## config.mk

```make
export PLATFORM = sky130hd
export DESIGN_NAME = spi_ctrl
export DESIGN_NICKNAME = d
export VERILOG_FILES = /design/src/rtl/spi_pkg.sv /design/src/rtl/spi_sync.sv /design/src/rtl/spi_clkgen.sv /design/src/rtl/spi_shift.sv /design/src/rtl/spi_ctrl.sv
export SDC_FILE = /design/constraint.sdc
export NUM_CORES = 1
export LEC_CHECK = 0
export ABC_AREA = 1
export BUFFER_PORTS_ARGS = -buffer_cell sky130_fd_sc_hd__buf_2
export CORE_ASPECT_RATIO = 0.8
export CORE_MARGIN = 2
export CORE_UTILIZATION = 40
export DETAILED_ROUTE_END_ITERATION = 12
export GPL_ROUTABILITY_DRIVEN = 0
export SKIP_LAST_GASP = 1
export SYNTH_ARGS = -nofsm -noshare
export SYNTH_HDL_FRONTEND = slang
export SYNTH_SLANG_ARGS = --single-unit
```

## constraint.sdc

```tcl
create_clock -name clk -period 1.48 [get_ports clk]
set_clock_uncertainty 0.2 [all_clocks]
set_input_delay 0.148 -clock clk [delete_from_list [all_inputs] [get_ports clk]]
set_output_delay 0.148 -clock clk [all_outputs]
set_load 0.05 [all_outputs]
```

## src/rtl/spi_pkg.sv

```systemverilog
package spi_pkg;
  localparam int REG_W  = 8;
  localparam int DIV_W  = 2;
  localparam int HALF_W = 7;

  typedef enum logic [1:0] {
    ADDR_CTRL = 2'd0,
    ADDR_STAT = 2'd1,
    ADDR_DATA = 2'd2,
    ADDR_NONE = 2'd3
  } reg_addr_e;

  localparam int CTL_EN   = 7;
  localparam int CTL_MST  = 6;
  localparam int CTL_IE   = 5;
  localparam int STA_DONE = 7;

  // SCK half period in system clocks for each divider code
  function automatic logic [HALF_W-1:0] half_period(input logic [DIV_W-1:0] code);
    case (code)
      2'd0:    return HALF_W'(2);
      2'd1:    return HALF_W'(8);
      2'd2:    return HALF_W'(32);
      default: return HALF_W'(64);
    endcase
  endfunction
endpackage

```

## src/rtl/spi_sync.sv

```systemverilog
module spi_sync #(
  parameter int               WIDTH   = 1,
  parameter logic [WIDTH-1:0] RST_VAL = '0
) (
  input  logic             clk,
  input  logic             rst_n,
  input  logic [WIDTH-1:0] d,
  output logic [WIDTH-1:0] q
);
  logic [WIDTH-1:0] meta_q, sync_q;

  always_ff @(posedge clk or negedge rst_n) begin
    if (!rst_n) begin
      meta_q <= RST_VAL;
      sync_q <= RST_VAL;
    end else begin
      meta_q <= d;
      sync_q <= meta_q;
    end
  end

  assign q = sync_q;
endmodule

```

## src/rtl/spi_clkgen.sv

```systemverilog
module spi_clkgen
  import spi_pkg::*;
(
  input  logic             clk,
  input  logic             rst_n,
  input  logic             run,
  input  logic [DIV_W-1:0] div_sel,
  output logic             sck,
  output logic             rise,
  output logic             fall
);
  logic [HALF_W-1:0] cnt_q, cnt_d;
  logic              sck_q, sck_d;
  logic              tick;

  assign tick = run && (cnt_q == half_period(div_sel) - 1'b1);

  always_comb begin
    cnt_d = cnt_q;
    sck_d = sck_q;
    if (!run) begin
      cnt_d = '0;
      sck_d = 1'b0;
    end else if (tick) begin
      cnt_d = '0;
      sck_d = ~sck_q;
    end else begin
      cnt_d = cnt_q + 1'b1;
    end
  end

  always_ff @(posedge clk or negedge rst_n) begin
    if (!rst_n) begin
      cnt_q <= '0;
      sck_q <= 1'b0;
    end else begin
      cnt_q <= cnt_d;
      sck_q <= sck_d;
    end
  end

  assign sck  = sck_q;
  assign rise = tick & ~sck_q;
  assign fall = tick & sck_q;
endmodule

```

## src/rtl/spi_shift.sv

```systemverilog
module spi_shift #(
  parameter int DATA_W = 8
) (
  input  logic              clk,
  input  logic              rst_n,
  input  logic              clr,
  input  logic              load,
  input  logic [DATA_W-1:0] load_val,
  input  logic              rise,
  input  logic              fall,
  input  logic              din,
  output logic              dout,
  output logic              done,
  output logic              idle,
  output logic [DATA_W-1:0] rx_val
);
  localparam int CNT_W = $clog2(DATA_W);

  logic [DATA_W-1:0] sr_q, sr_d;
  logic              cap_q, cap_d;
  logic [CNT_W-1:0]  cnt_q, cnt_d;
  logic              last;

  assign last = (cnt_q == CNT_W'(DATA_W - 1));
  assign done = fall && !clr && !load && last;

  always_comb begin
    sr_d  = sr_q;
    cap_d = cap_q;
    cnt_d = cnt_q;
    if (load) begin
      sr_d  = load_val;
      cnt_d = '0;
    end else if (clr) begin
      cnt_d = '0;
    end else if (rise) begin
      cap_d = din;
    end else if (fall) begin
      sr_d  = {sr_q[DATA_W-2:0], cap_q};
      cnt_d = last ? '0 : cnt_q + 1'b1;
    end
  end

  always_ff @(posedge clk or negedge rst_n) begin
    if (!rst_n) begin
      sr_q  <= '0;
      cap_q <= 1'b0;
      cnt_q <= '0;
    end else begin
      sr_q  <= sr_d;
      cap_q <= cap_d;
      cnt_q <= cnt_d;
    end
  end

  assign dout   = sr_q[DATA_W-1];
  assign idle   = (cnt_q == '0);
  assign rx_val = {sr_q[DATA_W-2:0], cap_q};
endmodule

```

## src/rtl/spi_ctrl.sv

```systemverilog
module spi_ctrl
  import spi_pkg::*;
(
  input  logic             clk,
  input  logic             rst_n,
  input  logic [1:0]       reg_sel,
  input  logic             reg_wr,
  input  logic             reg_rd,
  input  logic [REG_W-1:0] reg_wdata,
  output logic [REG_W-1:0] reg_rdata,
  input  logic             gie,
  output logic             irq,
  input  logic             dir_mosi,
  input  logic             dir_miso,
  input  logic             dir_sck,
  input  logic             dir_ss,
  input  logic             sck_i,
  output logic             sck_o,
  output logic             sck_oe,
  input  logic             mosi_i,
  output logic             mosi_o,
  output logic             mosi_oe,
  input  logic             miso_i,
  output logic             miso_o,
  output logic             miso_oe,
  input  logic             ss_i,
  output logic             ss_oe
);
  // reset: asserted asynchronously, released on the clock
  logic [1:0] rst_q;
  logic       rst_ni;
  always_ff @(posedge clk or negedge rst_n) begin
    if (!rst_n) rst_q <= 2'b00;
    else        rst_q <= {rst_q[0], 1'b1};
  end
  assign rst_ni = rst_q[1];

  // pin synchronizers and slave edge detect
  logic ss_s, sck_s, sck_q;
  spi_sync #(.WIDTH(2), .RST_VAL(2'b10)) u_sync (
    .clk(clk), .rst_n(rst_ni), .d({ss_i, sck_i}), .q({ss_s, sck_s})
  );
  always_ff @(posedge clk or negedge rst_ni) begin
    if (!rst_ni) sck_q <= 1'b0;
    else         sck_q <= sck_s;
  end

  logic             en_q, en_d, mst_q, mst_d, ie_q, ie_d;
  logic [DIV_W-1:0] div_q, div_d;
  logic             flag_q, flag_d, armed_q, armed_d, busy_q, busy_d;
  logic [REG_W-1:0] rx_q, rx_d;

  logic master_act, slave_sel, fault;
  logic m_sck, m_rise, m_fall, s_rise, s_fall;
  logic sh_rise, sh_fall, sh_din, sh_clr, sh_dout, sh_done, sh_idle;
  logic [REG_W-1:0] sh_rx;
  logic wr_ctrl, wr_data, rd_stat, acc_data, data_ok, load;
  logic unused_wbits;

  assign master_act = en_q & mst_q;
  assign slave_sel  = en_q & ~mst_q & ~ss_s;
  assign fault      = master_act & ~dir_ss & ~ss_s;
  assign s_rise     = slave_sel & sck_s & ~sck_q;
  assign s_fall     = slave_sel & ~sck_s & sck_q;

  assign wr_ctrl  = reg_wr && (reg_sel == ADDR_CTRL);
  assign wr_data  = reg_wr && (reg_sel == ADDR_DATA);
  assign rd_stat  = reg_rd && (reg_sel == ADDR_STAT);
  assign acc_data = (reg_wr || reg_rd) && (reg_sel == ADDR_DATA);
  assign data_ok  = en_q & (master_act ? ~busy_q : sh_idle);
  assign load     = wr_data & data_ok;
  assign unused_wbits = ^reg_wdata[4:2];

  assign sh_rise = master_act ? m_rise : s_rise;
  assign sh_fall = master_act ? m_fall : s_fall;
  assign sh_din  = master_act ? miso_i : mosi_i;
  assign sh_clr  = ~en_q | fault | (~master_act & ss_s);

  spi_clkgen u_clkgen (
    .clk(clk), .rst_n(rst_ni), .run(busy_q & master_act), .div_sel(div_q),
    .sck(m_sck), .rise(m_rise), .fall(m_fall)
  );

  spi_shift #(.DATA_W(REG_W)) u_shift (
    .clk(clk), .rst_n(rst_ni), .clr(sh_clr), .load(load), .load_val(reg_wdata),
    .rise(sh_rise), .fall(sh_fall), .din(sh_din), .dout(sh_dout),
    .done(sh_done), .idle(sh_idle), .rx_val(sh_rx)
  );

  always_comb begin
    en_d    = en_q;
    mst_d   = mst_q;
    ie_d    = ie_q;
    div_d   = div_q;
    busy_d  = busy_q;
    flag_d  = flag_q;
    armed_d = armed_q;
    rx_d    = rx_q;
    if (wr_ctrl) begin
      en_d  = reg_wdata[CTL_EN];
      mst_d = reg_wdata[CTL_MST];
      ie_d  = reg_wdata[CTL_IE];
      div_d = reg_wdata[DIV_W-1:0];
    end
    if (fault) mst_d = 1'b0;
    if (load && master_act) busy_d = 1'b1;
    if (sh_done || fault || !master_act) busy_d = 1'b0;
    if (rd_stat && flag_q) armed_d = 1'b1;
    if (armed_q && acc_data) begin
      flag_d  = 1'b0;
      armed_d = 1'b0;
    end
    if (sh_done || fault) flag_d = 1'b1;
    if (sh_done) rx_d = sh_rx;
  end

  always_ff @(posedge clk or negedge rst_ni) begin
    if (!rst_ni) begin
      en_q    <= 1'b0;
      mst_q   <= 1'b0;
      ie_q    <= 1'b0;
      div_q   <= '0;
      busy_q  <= 1'b0;
      flag_q  <= 1'b0;
      armed_q <= 1'b0;
      rx_q    <= '0;
    end else begin
      en_q    <= en_d;
      mst_q   <= mst_d;
      ie_q    <= ie_d;
      div_q   <= div_d;
      busy_q  <= busy_d;
      flag_q  <= flag_d;
      armed_q <= armed_d;
      rx_q    <= rx_d;
    end
  end

  always_comb begin
    reg_rdata = '0;
    case (reg_addr_e'(reg_sel))
      ADDR_CTRL: begin
        reg_rdata[CTL_EN]      = en_q;
        reg_rdata[CTL_MST]     = mst_q;
        reg_rdata[CTL_IE]      = ie_q;
        reg_rdata[DIV_W-1:0]   = div_q;
      end
      ADDR_STAT: reg_rdata[STA_DONE] = flag_q;
      ADDR_DATA: reg_rdata = rx_q;
      default:   reg_rdata = '0;
    endcase
  end

  assign irq     = flag_q & ie_q & gie;
  assign sck_o   = m_sck;
  assign mosi_o  = sh_dout;
  assign miso_o  = sh_dout;
  assign sck_oe  = master_act & dir_sck;
  assign mosi_oe = master_act & dir_mosi;
  assign ss_oe   = master_act & dir_ss;
  assign miso_oe = slave_sel & dir_miso;
endmodule

```

Word-level counts from Yosys, hierarchy flattened:

Cells that the tools add are included.

* $mul: 0
* equal/unequal tests: 10
* order comparisons: 0
* reduce and logical (&&, ||, !) cells: 29
* divide/modulo/power cells: 0
* multiplexer cells: 30
* add/sub/neg operators: 3
* shifts and indexed selects: 0
* bitwise operators: 34

Operators with widths (count)
* two-way mux 8 bit: 4
* bitwise AND 1 bit: 21
* one-hot mux 7 bit (3 select lines): 1
* two-way mux 3 bit: 6
* two-way mux 1 bit: 14
* two-way mux 7 bit: 2
* logical AND 1 bit: 11
* NOT 1 bit: 11
* nonzero test 2 bit: 5
* one-hot mux 2 bit (2 select lines): 2
* adder 7 x 1 -> 7 bit, second input constant: 1
* == test 7 bit: 1
* subtractor 7 x 1 -> 7 bit, second input constant: 1
* AND reduction 3 bit: 2
* == test 2 x 1 -> 1 bit, second input constant: 2
* == test 2 bit, second input constant: 2
* zero test 2 bit: 2
* inequality test 2 bit, second input constant: 2
* adder 3 x 1 -> 3 bit, second input constant: 1
* == test 3 bit, second input constant: 1
* zero test 1 bit: 3
* zero test 3 bit: 1
* logical OR 1 bit: 3
* inequality test 3 x 1 -> 1 bit, second input constant: 1
* other kinds (5): 6

* memory bits (writable): 0
* bits of input ports: 23
* register bits: 43
* output and inout port bits: 16
* bits in latches: 0
* logic and storage cells: 123
* memories: 0
* ROM bits: 0

Depth between registers and ports, before layout:

* depth after elaboration: 13
* depth in mapped cells: 11
* depth with buffers taken out: 11

Cells and area by module:

A second synthesis with hierarchy kept.

* cells, all modules: 299
* area total of the unflattened synthesis: 2336.0 um2

By module, submodules not included
* spi_ctrl: seq. area each 475.5 um2, instances 1, area an instance 988.4 um2, cells each 126
* spi_shift: seq. area each 300.3 um2, instances 1, area an instance 718.2 um2, cells each 94
* spi_clkgen: seq. area each 200.2 um2, instances 1, area an instance 526.8 um2, cells each 75
* spi_sync: seq. area each 102.6 um2, instances 1, area an instance 102.6 um2, cells each 4

Worst setup path after synthesis:

OpenSTA, ideal clock, no wires.

* kind: reg2out
* start: register div_q[1]
* end: output reg_rdata[1]
* setup slack: -0.410 ns
* arrival: 1.542 ns
* stages on the path, launching flop included: 3
* data required time: 1.132 ns
* path buffers: 0
* cell sequence: dfrtp_1 > inv_2 > o21ai_0

* longest elaborated chain between the ends: 1

Ends and longest elaborated chain
* start: declaration: RTL line spi_ctrl.sv:49 `logic [DIV_W-1:0] div_q, div_d;`
* start signal: assignment: RTL line spi_ctrl.sv:131 `div_q <= div_d;`
* one-hot mux 2 bit (2 select lines): RTL line spi_ctrl.sv:141 `case (reg_addr_e'(reg_sel))`
* end: declaration: RTL line spi_ctrl.sv:10 `output logic [REG_W-1:0] reg_rdata,`

Every way passes these cells.

Final worst setup path:

* start: register mst_q
* end: output miso_oe

* longest elaborated chain between the ends: 4

Ends and longest elaborated chain
* start: declaration: RTL line spi_ctrl.sv:48 `logic en_q, en_d, mst_q, mst_d, ie_q, ie_d;`
* start signal: assignment: RTL line spi_ctrl.sv:129 `mst_q <= mst_d;`
* NOT 1 bit: RTL line spi_ctrl.sv:61 `assign slave_sel = en_q & ~mst_q & ~ss_s;`
* bitwise AND 1 bit (2 in series): RTL line spi_ctrl.sv:61
* bitwise AND 1 bit: RTL line spi_ctrl.sv:161 `assign miso_oe = slave_sel & dir_miso;`
* end: declaration: RTL line spi_ctrl.sv:25 `output logic miso_oe,`

Every way passes these cells.

==> impl_metrics.csv <==
group,metric,value,unit
die,initial_core_util,0.412,
synth,synth_ff_type,"dfrtp_1",
cells_and_area,fillCellCount,431,
global_routing,grt_pass1_vias,2069,
clock_tree,root_buffer,"clkbuf_8",
die,fp.dieW,87.6,um
routing,dr.pass1.iters,7,
global_routing,gr-usage-met1,0.286,
clock_tree,h-tree-depth,2,
die,die-area,0.00621,mm2
status,outcome,"finished with violations",
critical_path,r2r-start,"u_clkgen.cnt_q[2]",
synth,netlist_top_cells_count,"nand2_1 (89), dfrtp_1 (41), inv_1 (29)",
die,die-height,70.9,um
status,violations,"setup timing",
routing,num_vias,2162,
routing,drt_iter0_drc,132,
routing,wire_per_inst,13.3,um
clock_tree,clk_pin_slew,0.08,ns
sta,relSlewSlack,0.650,
synth,synthArstFlopShare,1.00,
sta,fin_ws,-0.310,ns
global_routing,grt.met2_usage,0.316,
synth,synth_seq_cells,43,
power,pwr_density_cell,962,mW/mm2
die,num_rows,24,
synth,syn-num-nets,303,
min_path,holdCritPathClass,"in2reg",
synth,synth.most_common_cell,"nand2_1",
global_routing,track_usage,0.203,
cells_and_area,layout-drive-gt1-share,0.426,
sta,hold_ws,0.0194,ns
global_routing,grt_max_degree,29,
power,combPwrFrac,0.336,
routing,ant_nets,0,
power,p_seq_frac,0.432,
synth,synth_edf_count,0,
sta,hold_viol,0,
global_routing,antenna_found_initial,0,
critical_path,critPathLaunchType,"flop",
cells_and_area,final_util,0.653,
place,preCtsSetupSlack,-0.292,ns
min_path,min_path_cells,5,
die,core,0.00544,mm2
power,switching_share,0.359,
power,power.clock.fraction,0.232,
routing,routed_wl,6140,um
critical_path,path_max_fanout,3,
global_routing,grt.overflow.total,0,
critical_path,critPathLaunch,"mst_q",
critical_path,cp.required,1.13,ns
synth,seq_area_frac_synth,0.482,
global_routing,grt_pass1_wl,9620,um
power,leakage,0.00183,uW
power,switching_power,1230,uW
sta,grt_setup_unrepaired,"yes",
place,postPlaceCellArea,0.00279,mm2
sta,tightest_slew,0.525,ns
cells_and_area,area_growth,58.5,%
synth,ys_top_cells_by_area,"dfrtp_1 (46%), nand2_1 (15%), nand3_1 (5.6%)",
synth,synth_cell_types,31,
critical_path,worstPathArrival,1.44,ns
sta,fin_crit_sh,1.21,
sta,slew_viol_final,0,
cells_and_area,num_antenna_cells,0,
sta,min_period,1.79,ns
critical_path,reg2reg_depth,10,
critical_path,crit_type,"reg2out",
global_routing,busiest_layer,"met2",
synth,syn_area,0.00224,mm2
power,ir_worst_vdd,0.000682,V
synth,postSynthAreaPerCell,8.11,um2
die,io_pins,39,
min_path,hp-start,"reg_sel[0]",
global_routing,gr-usage-met3,0.0502,
clock_tree,clk_path_buf_depth,2,
place,port_buffers,38,
flow_run,cap_violations,0,
cells_and_area,fin_nets,411,
clock_tree,cts_tree,"built",
synth,syn_inst,276,
critical_path,reg2reg_slack,-0.29,ns
routing,vias_per_cell,4.67,
critical_path,cp-end-kind,"output pin",
routing,drcViolationCount,0,
synth,yosys.area.top_type_share,0.458,
cells_and_area,finish.instance_area,0.00355,mm2
synth,yosys_warnings,0,
clock_tree,clkSinkCount,43,
power,p_int,2190,uW
place,hpwl,3890,um
sta,finalSetupViolCount,37,
sta,fmax,0.559,GHz
synth,yosysTopAreaCell,"dfrtp_1",
clock_tree,insertion_delay,0.30,ns
clock_tree,numCtsBuffers,5,
cells in the final DEF (no fill, tap or decap), types with 7 or more instances in the layout:
master and instances:
dfrtp_1 39, nand2_2 18, nand2_1 76, o21ai_0 7, buf_6 18, inv_2 9
dlygate4sd3_1 15, nand3_1 23, buf_4 31, inv_1 23, buf_2 28, nor2_1 17
routing by layer:
metal	vias to the layer above	wire (um)
met5	-	0
met4	0	53
met3	5	314
met2	56	2910
met1	1013	2860
li1	1088	-
layout make-up:
cell class              count  area (um2)  share of cell area
multi-input cells         196        1240               0.351
well taps                  78        97.6              0.0275
clock inverters             1        8.76             0.00247
inverters                  36         155              0.0437
flip-flops and latches     43        1080               0.305
clock buffers               7        86.3              0.0243
repair buffers            102         873               0.246
power groups by stage:
stage | logic (uW) | registers (uW) | clock network (uW)
final | 1150 | 1470 | 794
after global routing | 1240 | 1490 | 865
after CTS | 1060 | 1450 | 825
after detailed placement | 867 | 1470 | 0
after global placement | 856 | 1470 | 0
after floorplan | 548 | 1480 | 0
per-stage QoR:
step / setup TNS [ns] / total power (uW) / std cells
global route: -10.66 / 3590 / 463
floorplan: -2.13 / 2030 / 276
finish: -6.88 / 3410 / 463
CTS: -6.30 / 3330 / 461
global placement: -5.01 / 2320 / 424
detailed placement: -5.16 / 2340 / 424
critical path, stage by stage, from the launching register on:
cell	delay, ns
dfrtp_2	0.49
nor3_4	0.25
buf_6	0.13
and2_4	0.13
buf_8	0.13
registers in the layout, indices dropped and copies added (netlist names):
| name | flops |
|---|---|
| armed_q | 1 |
| busy_q | 1 |
| div_q | 2 |
| en_q | 1 |
| flag_q | 1 |
| ie_q | 1 |
| mst_q | 1 |
| rst_q | 2 |
| rx_q | 8 |
| sck_q | 1 |
| u_clkgen.cnt_q | 7 |
| u_clkgen.sck | 1 |
| u_shift.cap_q | 1 |
| u_shift.cnt_q | 3 |
| u_shift.sr_q | 8 |
| u_sync.meta_q | 2 |
| u_sync.q | 2 |
timing repair:
action                                  CTS  global route
endpoints found under the setup margin   35            51
cloned                                    3             0
resized for setup                        67            38
pin swaps                                22             9
endpoints found under the hold margin    28             0
hold buffers                             16             0
buffers inserted                         10             3
kinds of logic after synthesis:
family                   after synthesis  synth area share
XOR/XNOR                               4            0.0157
adder cells (fa/ha/maj)                4            0.0224
AND/OR/NAND/NOR                      165             0.352
AO/OA/AOI/OAI                         20            0.0481
buffers and inverters                 39            0.0783
other                                  1           0.00168
flip-flops                            43             0.482
final timing paths:
path / endpoint
max reg2reg: u_shift.sr_q[5]
min: armed_q
min in group asynchronous: u_sync.meta_q[1]
max in group asynchronous: u_clkgen.cnt_q[0]
min reg2reg: u_sync.meta_q[1]
max: miso_oe
(Power assumes the default switching activity.)
